==> config.mk <==
export PLATFORM = sky130hd
export DESIGN_NAME = card_session_ctrl
export DESIGN_NICKNAME = d
export VERILOG_FILES = /design/src/rtl/card_session_pkg.sv /design/src/rtl/cs_atr_store.sv /design/src/rtl/cs_pps_track.sv /design/src/rtl/cs_hdr_capture.sv /design/src/rtl/card_session_ctrl.sv
export SDC_FILE = /design/constraint.sdc
export NUM_CORES = 1
export LEC_CHECK = 0
export ABC_CLOCK_PERIOD_IN_PS = 16700
export CAP_MARGIN = 20
export CORE_AREA = 3 3 283 285
export CTS_CLUSTER_DIAMETER = 30
export DETAILED_ROUTE_END_ITERATION = 8
export DIE_AREA = 0 0 286 288
export PLACE_DENSITY_LB_ADDON = 0.3
export SETUP_SLACK_MARGIN = 0.05
export SLEW_MARGIN = 20
export SYNTH_ARGS = -nofsm -noshare
export SYNTH_HDL_FRONTEND = slang
export SYNTH_SLANG_ARGS = --single-unit
==> constraint.sdc <==
create_clock -name clk -period 16.7 [get_ports clk]
set_input_delay 3.34 -clock clk [delete_from_list [all_inputs] [get_ports clk]]
set_output_delay 3.34 -clock clk [all_outputs]
set_load 0.02 [all_outputs]
==> src/rtl/card_session_pkg.sv <==
package card_session_pkg;

  typedef enum logic [2:0] {
    PH_WAIT_PWR = 3'd0,
    PH_WAIT_CLK = 3'd1,
    PH_WAIT_RST = 3'd2,
    PH_SEND_ATR = 3'd3,
    PH_IN_PPS   = 3'd4,
    PH_WAIT_CMD = 3'd5,
    PH_IN_CMD   = 3'd6
  } phase_e;

  typedef enum logic [2:0] {
    PS_FMT  = 3'd0,
    PS_OPT1 = 3'd1,
    PS_OPT2 = 3'd2,
    PS_OPT3 = 3'd3,
    PS_CHK  = 3'd4
  } pps_step_e;

  localparam logic [7:0] PPS_INTRO    = 8'hFF;
  localparam int         HDR_N        = 5;
  localparam int         BOOT_ATR_LEN = 4;

  // Step that follows 'cur' in a PPS request; opt[k] flags optional byte k+1
  function automatic pps_step_e pps_after(pps_step_e cur, logic [2:0] opt);
    case (cur)
      PS_FMT:  return opt[0] ? PS_OPT1 : opt[1] ? PS_OPT2 : opt[2] ? PS_OPT3 : PS_CHK;
      PS_OPT1: return opt[1] ? PS_OPT2 : opt[2] ? PS_OPT3 : PS_CHK;
      PS_OPT2: return opt[2] ? PS_OPT3 : PS_CHK;
      default: return PS_CHK;
    endcase
  endfunction

  // A commit length is usable when it is non-empty and fits the store
  function automatic logic atr_len_ok(logic [7:0] len, logic [7:0] cap);
    return (len != 8'd0) && (len <= cap);
  endfunction

  // Contents of the stored ATR after reset
  function automatic logic [7:0] boot_atr_byte(int unsigned i);
    case (i)
      0:       return 8'h3B;
      1:       return 8'h02;
      2:       return 8'h14;
      3:       return 8'h50;
      default: return 8'h00;
    endcase
  endfunction

endpackage

==> src/rtl/cs_atr_store.sv <==
module cs_atr_store
  import card_session_pkg::*;
#(
  parameter int ATR_MAX = 33,
  parameter int IDX_W   = 6
) (
  input  logic             clk,
  input  logic             rst_n,
  input  logic             wr_en,
  input  logic [IDX_W-1:0] wr_idx,
  input  logic [7:0]       wr_byte,
  input  logic             commit,
  input  logic [IDX_W-1:0] commit_len,
  input  logic             busy,
  input  logic             rewind,
  input  logic             advance,
  output logic [7:0]       cur_byte,
  output logic             last
);

  logic [7:0]       stage_q [ATR_MAX];
  logic [7:0]       live_q  [ATR_MAX];
  logic [IDX_W-1:0] len_q;
  logic [IDX_W-1:0] rd_idx_q;
  logic             accept;

  assign accept = commit && !busy && atr_len_ok(8'(commit_len), 8'(ATR_MAX));

  always_ff @(posedge clk) begin
    if (!rst_n) begin
      for (int i = 0; i < ATR_MAX; i++) stage_q[i] <= 8'h00;
    end else if (wr_en && (wr_idx < IDX_W'(ATR_MAX))) begin
      stage_q[wr_idx] <= wr_byte;
    end
  end

  for (genvar g = 0; g < ATR_MAX; g++) begin : g_live
    always_ff @(posedge clk) begin
      if (!rst_n)      live_q[g] <= boot_atr_byte(g);
      else if (accept) live_q[g] <= stage_q[g];
    end
  end

  always_ff @(posedge clk) begin
    if (!rst_n)      len_q <= IDX_W'(BOOT_ATR_LEN);
    else if (accept) len_q <= commit_len;
  end

  always_ff @(posedge clk) begin
    if (!rst_n)       rd_idx_q <= '0;
    else if (rewind)  rd_idx_q <= '0;
    else if (advance) rd_idx_q <= rd_idx_q + 1'b1;
  end

  assign cur_byte = live_q[rd_idx_q];
  assign last     = (rd_idx_q == len_q - 1'b1);

  // a commit while the ATR is being sent leaves the length untouched
  p_busy_guard_r8: assert property (@(posedge clk) disable iff (!rst_n)
    (commit && busy) |=> $stable(len_q));

  // an out-of-range length is never taken over
  p_bad_len_r8: assert property (@(posedge clk) disable iff (!rst_n)
    (commit && (commit_len == '0 || commit_len > IDX_W'(ATR_MAX))) |=> $stable(len_q));

endmodule

==> src/rtl/cs_pps_track.sv <==
module cs_pps_track
  import card_session_pkg::*;
(
  input  logic       clk,
  input  logic       rst_n,
  input  logic       start,
  input  logic       take,
  input  logic [2:0] fmt_opt,
  output logic       done
);

  pps_step_e  step_q;
  logic [2:0] opt_q;

  always_ff @(posedge clk) begin
    if (!rst_n) begin
      step_q <= PS_FMT;
      opt_q  <= '0;
    end else if (start) begin
      step_q <= PS_FMT;
      opt_q  <= '0;
    end else if (take) begin
      if (step_q == PS_FMT) begin
        opt_q  <= fmt_opt;
        step_q <= pps_after(PS_FMT, fmt_opt);
      end else begin
        step_q <= pps_after(step_q, opt_q);
      end
    end
  end

  assign done = take && (step_q == PS_CHK);

  // after the check byte the tracker waits at the check step until restarted
  p_chk_hold_r9: assert property (@(posedge clk) disable iff (!rst_n)
    (step_q == PS_CHK && !start) |=> step_q == PS_CHK);

endmodule

==> src/rtl/cs_hdr_capture.sv <==
module cs_hdr_capture #(
  parameter int HDR_BYTES = 5
) (
  input  logic                   clk,
  input  logic                   rst_n,
  input  logic                   clr,
  input  logic                   take,
  input  logic [7:0]             byte_in,
  output logic [8*HDR_BYTES-1:0] hdr_word,
  output logic                   hdr_pulse,
  output logic                   hdr_full
);

  localparam int CNT_W = $clog2(HDR_BYTES + 1);

  logic [CNT_W-1:0] cnt_q;

  always_ff @(posedge clk) begin
    if (!rst_n) begin
      cnt_q     <= '0;
      hdr_word  <= '0;
      hdr_pulse <= 1'b0;
      hdr_full  <= 1'b0;
    end else begin
      hdr_pulse <= 1'b0;
      if (take && !hdr_full) begin
        hdr_word[int'(cnt_q)*8 +: 8] <= byte_in;
        cnt_q <= cnt_q + 1'b1;
        if (cnt_q == CNT_W'(HDR_BYTES - 1)) begin
          hdr_pulse <= 1'b1;
          hdr_full  <= 1'b1;
        end
      end else if (clr) begin
        cnt_q    <= '0;
        hdr_full <= 1'b0;
      end
    end
  end

  // the header strobe never lasts two cycles
  p_hdr_once_r11: assert property (@(posedge clk) disable iff (!rst_n)
    hdr_pulse |=> !hdr_pulse);

  // once the header is complete no further byte is stored
  p_hdr_frozen_r11: assert property (@(posedge clk) disable iff (!rst_n)
    (hdr_full && !clr) |=> $stable(hdr_word));

endmodule

==> src/rtl/card_session_ctrl.sv <==
module card_session_ctrl
  import card_session_pkg::*;
#(
  parameter int ATR_MAX = 33,
  parameter int IDX_W   = 6,
  parameter int CNT_W   = 32
) (
  input  logic                 clk,
  input  logic                 rst_n,
  input  logic                 vcc_on,
  input  logic                 clk_on,
  input  logic                 rst_act,
  input  logic                 rx_valid,
  input  logic [7:0]           rx_byte,
  output logic                 rx_en,
  input  logic                 tx_ready,
  output logic                 tx_valid,
  output logic [7:0]           tx_byte,
  output logic                 tx_en,
  input  logic                 atr_wr_en,
  input  logic [IDX_W-1:0]     atr_wr_idx,
  input  logic [7:0]           atr_wr_byte,
  input  logic                 atr_commit,
  input  logic [IDX_W-1:0]     atr_commit_len,
  output logic                 hdr_valid,
  output logic [8*HDR_N-1:0]   hdr_bytes,
  output logic [2:0]           phase,
  output logic [CNT_W-1:0]     rx_count,
  output logic [CNT_W-1:0]     tx_count,
  output logic [CNT_W-1:0]     pps_count
);

  phase_e state_q, state_d;
  logic   vcc_q, rst_q;

  // named internal events
  logic pwr_rise, rel_evt, start_atr, tx_fire, rx_hit;
  logic pps_start, pps_take, pps_done, hdr_take, hdr_full;
  logic atr_last;

  assign pwr_rise  = vcc_on && !vcc_q;
  assign rel_evt   = rst_q && !rst_act;
  assign start_atr = rel_evt && vcc_on && clk_on;
  assign tx_fire   = tx_valid && tx_ready;
  assign rx_hit    = rx_valid && rx_en;
  assign pps_start = rx_hit && (state_q == PH_WAIT_CMD) && (rx_byte == PPS_INTRO);
  assign pps_take  = rx_hit && (state_q == PH_IN_PPS);
  assign hdr_take  = rx_hit && (((state_q == PH_WAIT_CMD) && (rx_byte != PPS_INTRO))
                                || (state_q == PH_IN_CMD));

  always_ff @(posedge clk) begin
    if (!rst_n) begin
      vcc_q <= 1'b0;
      rst_q <= 1'b1;
    end else begin
      vcc_q <= vcc_on;
      rst_q <= rst_act;
    end
  end

  always_comb begin
    state_d = state_q;
    case (state_q)
      PH_WAIT_CLK: if (clk_on) state_d = PH_WAIT_RST;
      PH_SEND_ATR: if (tx_fire && atr_last) state_d = PH_WAIT_CMD;
      PH_WAIT_CMD: begin
        if (pps_start)     state_d = PH_IN_PPS;
        else if (hdr_take) state_d = PH_IN_CMD;
      end
      PH_IN_PPS:   if (pps_done) state_d = PH_WAIT_CMD;
      default: ;
    endcase
    if (pwr_rise)  state_d = PH_WAIT_CLK;
    if (start_atr) state_d = PH_SEND_ATR;
    if (!vcc_on)   state_d = PH_WAIT_PWR;
  end

  always_ff @(posedge clk) begin
    if (!rst_n) state_q <= PH_WAIT_PWR;
    else        state_q <= state_d;
  end

  always_ff @(posedge clk) begin
    if (!rst_n) begin
      rx_count  <= '0;
      tx_count  <= '0;
      pps_count <= '0;
    end else begin
      if (rx_valid)  rx_count  <= rx_count + 1'b1;
      if (tx_fire)   tx_count  <= tx_count + 1'b1;
      if (pps_start) pps_count <= pps_count + 1'b1;
    end
  end

  assign rx_en    = (state_q == PH_WAIT_CMD) || (state_q == PH_IN_PPS)
                 || ((state_q == PH_IN_CMD) && !hdr_full);
  assign tx_en    = (state_q == PH_SEND_ATR) || ((state_q == PH_IN_CMD) && hdr_full);
  assign tx_valid = (state_q == PH_SEND_ATR);
  assign phase    = state_q;

  cs_atr_store #(.ATR_MAX(ATR_MAX), .IDX_W(IDX_W)) u_atr (
    .clk        (clk),
    .rst_n      (rst_n),
    .wr_en      (atr_wr_en),
    .wr_idx     (atr_wr_idx),
    .wr_byte    (atr_wr_byte),
    .commit     (atr_commit),
    .commit_len (atr_commit_len),
    .busy       (state_q == PH_SEND_ATR),
    .rewind     (start_atr),
    .advance    (tx_fire && !start_atr),
    .cur_byte   (tx_byte),
    .last       (atr_last)
  );

  cs_pps_track u_pps (
    .clk     (clk),
    .rst_n   (rst_n),
    .start   (pps_start),
    .take    (pps_take),
    .fmt_opt (rx_byte[6:4]),
    .done    (pps_done)
  );

  cs_hdr_capture #(.HDR_BYTES(HDR_N)) u_hdr (
    .clk       (clk),
    .rst_n     (rst_n),
    .clr       (state_q != PH_IN_CMD),
    .take      (hdr_take),
    .byte_in   (rx_byte),
    .hdr_word  (hdr_bytes),
    .hdr_pulse (hdr_valid),
    .hdr_full  (hdr_full)
  );

  // loss of supply always lands in wait-power
  p_pwr_drop_r2: assert property (@(posedge clk) disable iff (!rst_n)
    !vcc_on |=> phase == PH_WAIT_PWR);

  // a supply rise leads to wait-clock
  p_pwr_rise_r3: assert property (@(posedge clk) disable iff (!rst_n)
    (pwr_rise && !start_atr) |=> phase == PH_WAIT_CLK);

  // a qualified reset release starts the ATR
  p_release_r4: assert property (@(posedge clk) disable iff (!rst_n)
    start_atr |=> (phase == PH_SEND_ATR) && tx_valid && tx_en);

  // the last accepted ATR byte opens the receiver
  p_atr_done_r7: assert property (@(posedge clk) disable iff (!rst_n)
    (tx_fire && atr_last && vcc_on && !start_atr) |=> (phase == PH_WAIT_CMD) && rx_en && !tx_en);

  // bytes in the early phases do not move the session
  p_ignore_r12: assert property (@(posedge clk) disable iff (!rst_n)
    (rx_valid && (state_q inside {PH_WAIT_PWR, PH_WAIT_RST}) && vcc_on && !pwr_rise && !start_atr)
      |=> $stable(phase));

  // a complete header always comes with the line turned around
  p_turn_r11: assert property (@(posedge clk) disable iff (!rst_n)
    (hdr_valid && phase == PH_IN_CMD) |-> (!rx_en && tx_en));

  // every received byte is counted
  p_rx_count_r13: assert property (@(posedge clk) disable iff (!rst_n)
    rx_valid |=> rx_count == CNT_W'($past(rx_count) + 1'b1));

endmodule

## Yosys cells after proc, flatten, opt, wreduce, memory -nomap -nowiden

Memories as Yosys holds them, arrays and structs flattened. A register that Yosys moved wholly into a read port is not among the register bits.
Cells that the tools add are included.
W data, S select, Z words.

- Bits in registers: 164
- Latch bits: 0
- RAM bits: 528
- Bits in read-only memories: 0
- Bits of input ports: 37
- Output and inout bits: 151
- Logic and storage cells: 197
- Memories: 2

Memories:

| memory | words | bits a word | rd ports | clocked after Yosys merged registers in | wr ports | line | source |
|---|---|---|---|---|---|---|---|
| u_atr.live_q | 33 | 8 | 1 | 1 | 33 | cs_atr_store.sv:22 | `logic [7:0] live_q [ATR_MAX];` |
| u_atr.stage_q | 33 | 8 | 33 | 0 | 33 | cs_atr_store.sv:21 | `logic [7:0] stage_q [ATR_MAX];` |

- $add $sub $neg: 7
- Multipliers: 0
- Divide/modulo/power cells: 0
- Order comparisons: 2
- Eq/ne operators: 22
- Shift-type cells: 2
- Multiplexer cells: 67
- Bitwise logic cells: 35
- Reduce and logical (&&, ||, !) cells: 45

Operator list:

| kind | number |
|---|---|
| $mux W8 | 34 |
| $add A32 B1 Y32 const B | 3 |
| $bwmux W40 | 1 |
| $shift A8 B33 Y40 const A | 1 |
| $shiftx A8 B33 Y40 | 1 |
| $mux W3 | 13 |
| $neg A6 Y33 | 1 |
| $or A1 B1 Y1 | 33 |
| $logic_and A1 B1 Y1 | 21 |
| $mux W6 | 3 |
| $eq A3 B3 Y1 const B | 5 |
| $mux W1 | 12 |
| $pmux W3 S4 | 1 |
| $reduce_bool A6 Y1 | 2 |
| $reduce_and A5 Y1 | 2 |
| $eq A8 B8 Y1 const B | 1 |
| $ne A4 B4 Y1 const B | 2 |
| $ne A8 B8 Y1 const B | 1 |
| $reduce_and A2 Y1 | 4 |
| $reduce_or A8 Y1 | 1 |
| $add A6 B1 Y6 const B | 1 |
| $eq A3 B1 Y1 const B | 2 |
| $eq A3 B2 Y1 const B | 2 |
| $eq A6 B6 Y1 | 1 |
| other kinds (20) | 32 |

## Longest topological paths before layout

- Word-level depth: 10
- Depth in mapped cells: 10
- Gate-level depth less buffers: 7

## Cells and area by module

A second synthesis with hierarchy kept.

- Cells, all modules: 2403
- Area total of the unflattened synthesis: 30121.4 um2

Modules (own cells, without submodules):

| module | instances | cells an instance | area an instance (um2) |
|---|---|---|---|
| cs_atr_store | 1 | 1581 | 22927.0 |
| card_session_ctrl | 1 | 602 | 5032.3 |
| cs_hdr_capture | 1 | 183 | 1848.0 |
| cs_pps_track | 1 | 37 | 314.1 |

## Worst setup path before layout

OpenSTA, ideal clock, no wires.

- Path type: input to register
- Start: input atr_commit_len[1]
- End: memory u_atr.live_q[0][0], enable pin
- Arrival time: 8.691 ns
- Path slack: 6.002 ns
- Cell stages on the path: 5
- Buffers on the path: 1
- Cell sequence: nor4_1 > mux2i_1 > nand3_1 > clkbuf_1 > nand2_1

RTL lines:

| element | line | source |
|---|---|---|
| start, declared | card_session_ctrl.sv:24 | `input logic [IDX_W-1:0] atr_commit_len,` |
| end, declared | cs_atr_store.sv:22 |  |

==> run_summary.xml <==
<?xml version="1.0" encoding="UTF-8"?>
<metrics>
  <group name="yosys">
    <metric name="yosysUniqueCellTypes" unit="">61</metric>
    <metric name="synth_top_cell_area_share" unit="%">53.8</metric>
    <metric name="synth.cells.most_frequent" unit="">sky130_fd_sc_hd__edfxtp_1, sky130_fd_sc_hd__and2_1, sky130_fd_sc_hd__dfxtp_1</metric>
    <metric name="yosys_warnings" unit="">0</metric>
    <metric name="synth-edff-count" unit="">528</metric>
    <metric name="ys_top_cells_by_area" unit="">sky130_fd_sc_hd__edfxtp_1, sky130_fd_sc_hd__dfxtp_1, sky130_fd_sc_hd__and2_1</metric>
    <metric name="synth_sequential_area_ratio" unit="%">65.3</metric>
    <metric name="synth_async_sr_flop_share" unit="%">0</metric>
    <metric name="ys_dominant_reg_cell" unit="">sky130_fd_sc_hd__edfxtp_1</metric>
    <metric name="synthesis.instances" unit="">2265</metric>
    <metric name="synth_area_per_cell" unit="um^2">13.0</metric>
    <metric name="yosys_register_bits" unit="">697</metric>
    <metric name="synthMostInstantiatedCell" unit="">sky130_fd_sc_hd__edfxtp_1</metric>
    <metric name="syn-cell-area" unit="um^2">29500</metric>
    <metric name="yosysTopAreaCell" unit="">sky130_fd_sc_hd__edfxtp_1</metric>
    <metric name="mappedNetlistNets" unit="">2314</metric>
  </group>
  <group name="route">
    <metric name="first_iter_violations" unit="">1229</metric>
    <metric name="drt_pre_antenna_iters" unit="">5</metric>
    <metric name="drtAntennaViolNets" unit="">0</metric>
    <metric name="routed-wl-met2" unit="mm">35.9</metric>
    <metric name="vias" unit="">18200</metric>
    <metric name="wl" unit="mm">70.8</metric>
    <metric name="highest_routing_layer_actually_used" unit="">met4</metric>
    <metric name="drc_errors" unit="">0</metric>
    <metric name="wirelength_met1" unit="mm">29.1</metric>
    <metric name="avgViaCountPerCell" unit="">5.01</metric>
    <metric name="dr_wl_met3" unit="mm">3.37</metric>
    <metric name="avgRoutedWirePerCell" unit="um">19.4</metric>
  </group>
  <group name="power_and_ir_drop">
    <metric name="power" unit="mW">4.74</metric>
    <metric name="clock_power_share" unit="%">55.8</metric>
    <metric name="cellInternalPower" unit="mW">3.72</metric>
    <metric name="power.density" unit="nW/um^2">128</metric>
    <metric name="power.switching" unit="mW">1.02</metric>
    <metric name="p_leak" unit="nW">13.0</metric>
    <metric name="sequentialPowerShare" unit="%">41.4</metric>
    <metric name="power_frac_comb" unit="%">2.9</metric>
    <metric name="sw_frac_of_total" unit="%">21.5</metric>
    <metric name="irDropWorstVdd" unit="mV">0.0884</metric>
  </group>
  <group name="worst_hold_path">
    <metric name="worst_hold_path_type" unit="">flip-flop to flip-flop</metric>
  </group>
  <group name="sta">
    <metric name="min_period_over_period" unit="%">45.3</metric>
    <metric name="achievable-frequency" unit="GHz">0.132</metric>
    <metric name="hold_slack" unit="ns">0.455</metric>
    <metric name="setup_repair_after_global_routing_missed_its_margin" unit="">no</metric>
    <metric name="final-max-slew-violation-count" unit="">0</metric>
    <metric name="final-setup-viol-count" unit="">0</metric>
    <metric name="hold_viol_final" unit="">0</metric>
    <metric name="tightest_slew" unit="ns">1.08</metric>
    <metric name="setup-tns-final" unit="ns">0</metric>
    <metric name="slew-limit-headroom" unit="%">27.0</metric>
    <metric name="worst_clock_skew" unit="ns">0.0240</metric>
    <metric name="finalWorstPathRequiredPeriod" unit="ns">7.57</metric>
  </group>
  <group name="critical_path">
    <metric name="worstPathRequired" unit="ns">13.36</metric>
    <metric name="setup.worst_path.class" unit="">flip-flop to output port</metric>
    <metric name="cp-end-kind" unit="">output port</metric>
    <metric name="cp_data_arrival_time" unit="ns">4.23</metric>
    <metric name="worst_setup_path_start_kind" unit="">flip-flop</metric>
    <metric name="ff2ff_setup_slack" unit="ns">12.16</metric>
    <metric name="critical_path_peak_fanout" unit="">37</metric>
  </group>
  <group name="clock_network">
    <metric name="clk_lat_worst_skew" unit="ns">0.68</metric>
    <metric name="post_cts_resized" unit="">0</metric>
    <metric name="postCtsSetupBuffers" unit="">0</metric>
    <metric name="cts.reportedPaths.clkPinSlew" unit="ns">0.04</metric>
    <metric name="cts_inserted_buffers" unit="">131</metric>
    <metric name="clock-sinks" unit="">697</metric>
    <metric name="cts_hold_buffers" unit="">0</metric>
    <metric name="tritoncts" unit="">built</metric>
    <metric name="cts.htree.levels" unit="">4</metric>
    <metric name="cts_root_buffer" unit="">sky130_fd_sc_hd__clkbuf_16</metric>
    <metric name="ctsLongestPathBuffers" unit="">3</metric>
  </group>
  <group name="status">
    <metric name="run_status" unit="">finished clean</metric>
  </group>
  <group name="final_layout">
    <metric name="fill_cells" unit="">6760</metric>
    <metric name="num-nets-final" unit="">2537</metric>
    <metric name="final_cells" unit="">3639</metric>
    <metric name="finalCoreUtilization" unit="%">47.6</metric>
    <metric name="synthToLayoutAreaGrowth" unit="%">25.3</metric>
    <metric name="area.sequential" unit="um^2">19200</metric>
    <metric name="layout-drive-gt1-share" unit="%">12.6</metric>
    <metric name="multi_input_logic_area" unit="um^2">9610</metric>
  </group>
  <group name="floorplan">
    <metric name="dieArea" unit="um^2">82400</metric>
    <metric name="rows" unit="">102</metric>
    <metric name="fp.dieH" unit="um">288</metric>
    <metric name="boundary_pins" unit="">188</metric>
    <metric name="floorplan.die.width" unit="um">286</metric>
    <metric name="start_util" unit="%">38.0</metric>
    <metric name="design.core.area" unit="um^2">77600</metric>
  </group>
  <group name="global_route">
    <metric name="number_of_global_route_vias_before_repair" unit="">18600</metric>
    <metric name="pin_count_of_the_biggest_net_entering_global_routing" unit="">120</metric>
    <metric name="first_pass_grt_wire_length" unit="mm">110</metric>
    <metric name="grt_use_total" unit="%">17.3</metric>
    <metric name="number_of_antenna_violations_at_the_first_check_in_global_routing" unit="">6</metric>
    <metric name="grt_overflow" unit="">0</metric>
  </group>
  <group name="placed_design">
    <metric name="routabilityCongestion" unit="">0.810</metric>
    <metric name="placedCellCount" unit="">3395</metric>
    <metric name="detailed_place_hpwl" unit="mm">45.3</metric>
    <metric name="io_buffer_count" unit="">187</metric>
  </group>
  <group name="run">
    <metric name="max_cap_viol_count" unit="">0</metric>
  </group>
</metrics>
==> through the flow <==
stage / setup slack, ns / cell area [um^2]
6_report: 9.13 / 36900
3_5_place_dp: 8.52 / 32400
5_1_grt: 8.78 / 36900
2_1_floorplan: 6.00 / 29500
4_1_cts: 8.95 / 36900
3_3_place_gp: 8.66 / 32400
==> power groups by stage <==
stage	clock [mW]	sequential, mW	combinational, mW
after floorplan	0	1.99	0.0805
after CTS	2.68	1.96	0.138
after global routing	2.78	1.97	0.148
after detailed placement	0	1.99	0.138
final	2.64	1.96	0.136
after global placement	0	1.99	0.134
==> routing by layer <==
metal | up-vias | track usage [%]
li1 | 8630 | -
met1 | 9002 | 21.2
met2 | 456 | 30.0
met3 | 149 | 3.37
met4 | 0 | 7.00
met5 | - | 0
==> sequential cells by signal (all words and copies together), names as in the netlist, named ones only <==
| register | cells |
|---|---|
| u_atr.live_q | 264 |
| rst_q | 1 |
| u_pps.opt_q | 2 |
| tx_count | 32 |
| u_pps.step_q | 3 |
| u_atr.rd_idx_q | 6 |
| pps_count | 32 |
| u_atr.len_q | 6 |
| phase | 3 |
| u_hdr.cnt_q | 3 |
| vcc_q | 1 |
| u_hdr.hdr_word | 40 |
| u_hdr.hdr_pulse | 1 |
| rx_count | 32 |
| u_hdr.hdr_full | 1 |
| u_atr.stage_q | 264 |
==> worst max-delay path, stage by stage, from the launching register on <==
cell	delay, ns
sky130_fd_sc_hd__dfxtp_4	0.86
sky130_fd_sc_hd__buf_4	0.63
sky130_fd_sc_hd__mux4_2	0.38
sky130_fd_sc_hd__o22ai_1	0.17
sky130_fd_sc_hd__or4_1	0.64
sky130_fd_sc_hd__o21ai_0	0.20
sky130_fd_sc_hd__clkdlybuf4s50_1	0.64
==> area by class of cell <==
| cell class | instances | area share [%] |
|---|---|---|
| clock buffers | 155 | 9.54 |
| inverters | 30 | 0.312 |
| multi-input cells | 1410 | 26.0 |
| clock inverters | 84 | 2.74 |
| well taps | 1040 | 3.53 |
| repair buffers | 218 | 5.68 |
| diodes | 5 | 0.0339 |
| flip-flops and latches | 697 | 52.1 |
==> cell families after synthesis <==
kind of cell | Yosys count | share of synthesized area (%)
fa+ha+maj | 12 | 0.510
xor+xnor | 81 | 2.41
buf+inv | 158 | 2.09
mux | 87 | 5.68
compound gates | 194 | 3.78
flops | 697 | 65.3
simple gates | 1036 | 20.2
==> final timing paths <==
check                                        start             endpoint  cells past startpoint
worst min register to register  u_hdr.hdr_word[33]   u_hdr.hdr_word[33]                      2
worst min-delay path            u_hdr.hdr_word[33]   u_hdr.hdr_word[33]                      2
worst max register to register            phase[2]  u_atr.live_q[19][2]                      5
worst max-delay path                     flip-flop           tx_byte[0]                      6
==> cells in the final DEF (no fill, tap or decap), types with 48 or more instances in the layout <==
| cell | count |
|---|---|
| sky130_fd_sc_hd__clkdlybuf4s50_1 | 185 |
| sky130_fd_sc_hd__and2_1 | 525 |
| sky130_fd_sc_hd__edfxtp_1 | 528 |
| sky130_fd_sc_hd__nand3_1 | 76 |
| sky130_fd_sc_hd__o21ai_0 | 48 |
| sky130_fd_sc_hd__clkbuf_16 | 134 |
| sky130_fd_sc_hd__nor2_1 | 147 |
| sky130_fd_sc_hd__dfxtp_1 | 167 |
| sky130_fd_sc_hd__mux4_2 | 64 |
| sky130_fd_sc_hd__nand2_1 | 64 |
| sky130_fd_sc_hd__a21oi_1 | 66 |
(Power assumes the default switching activity.)
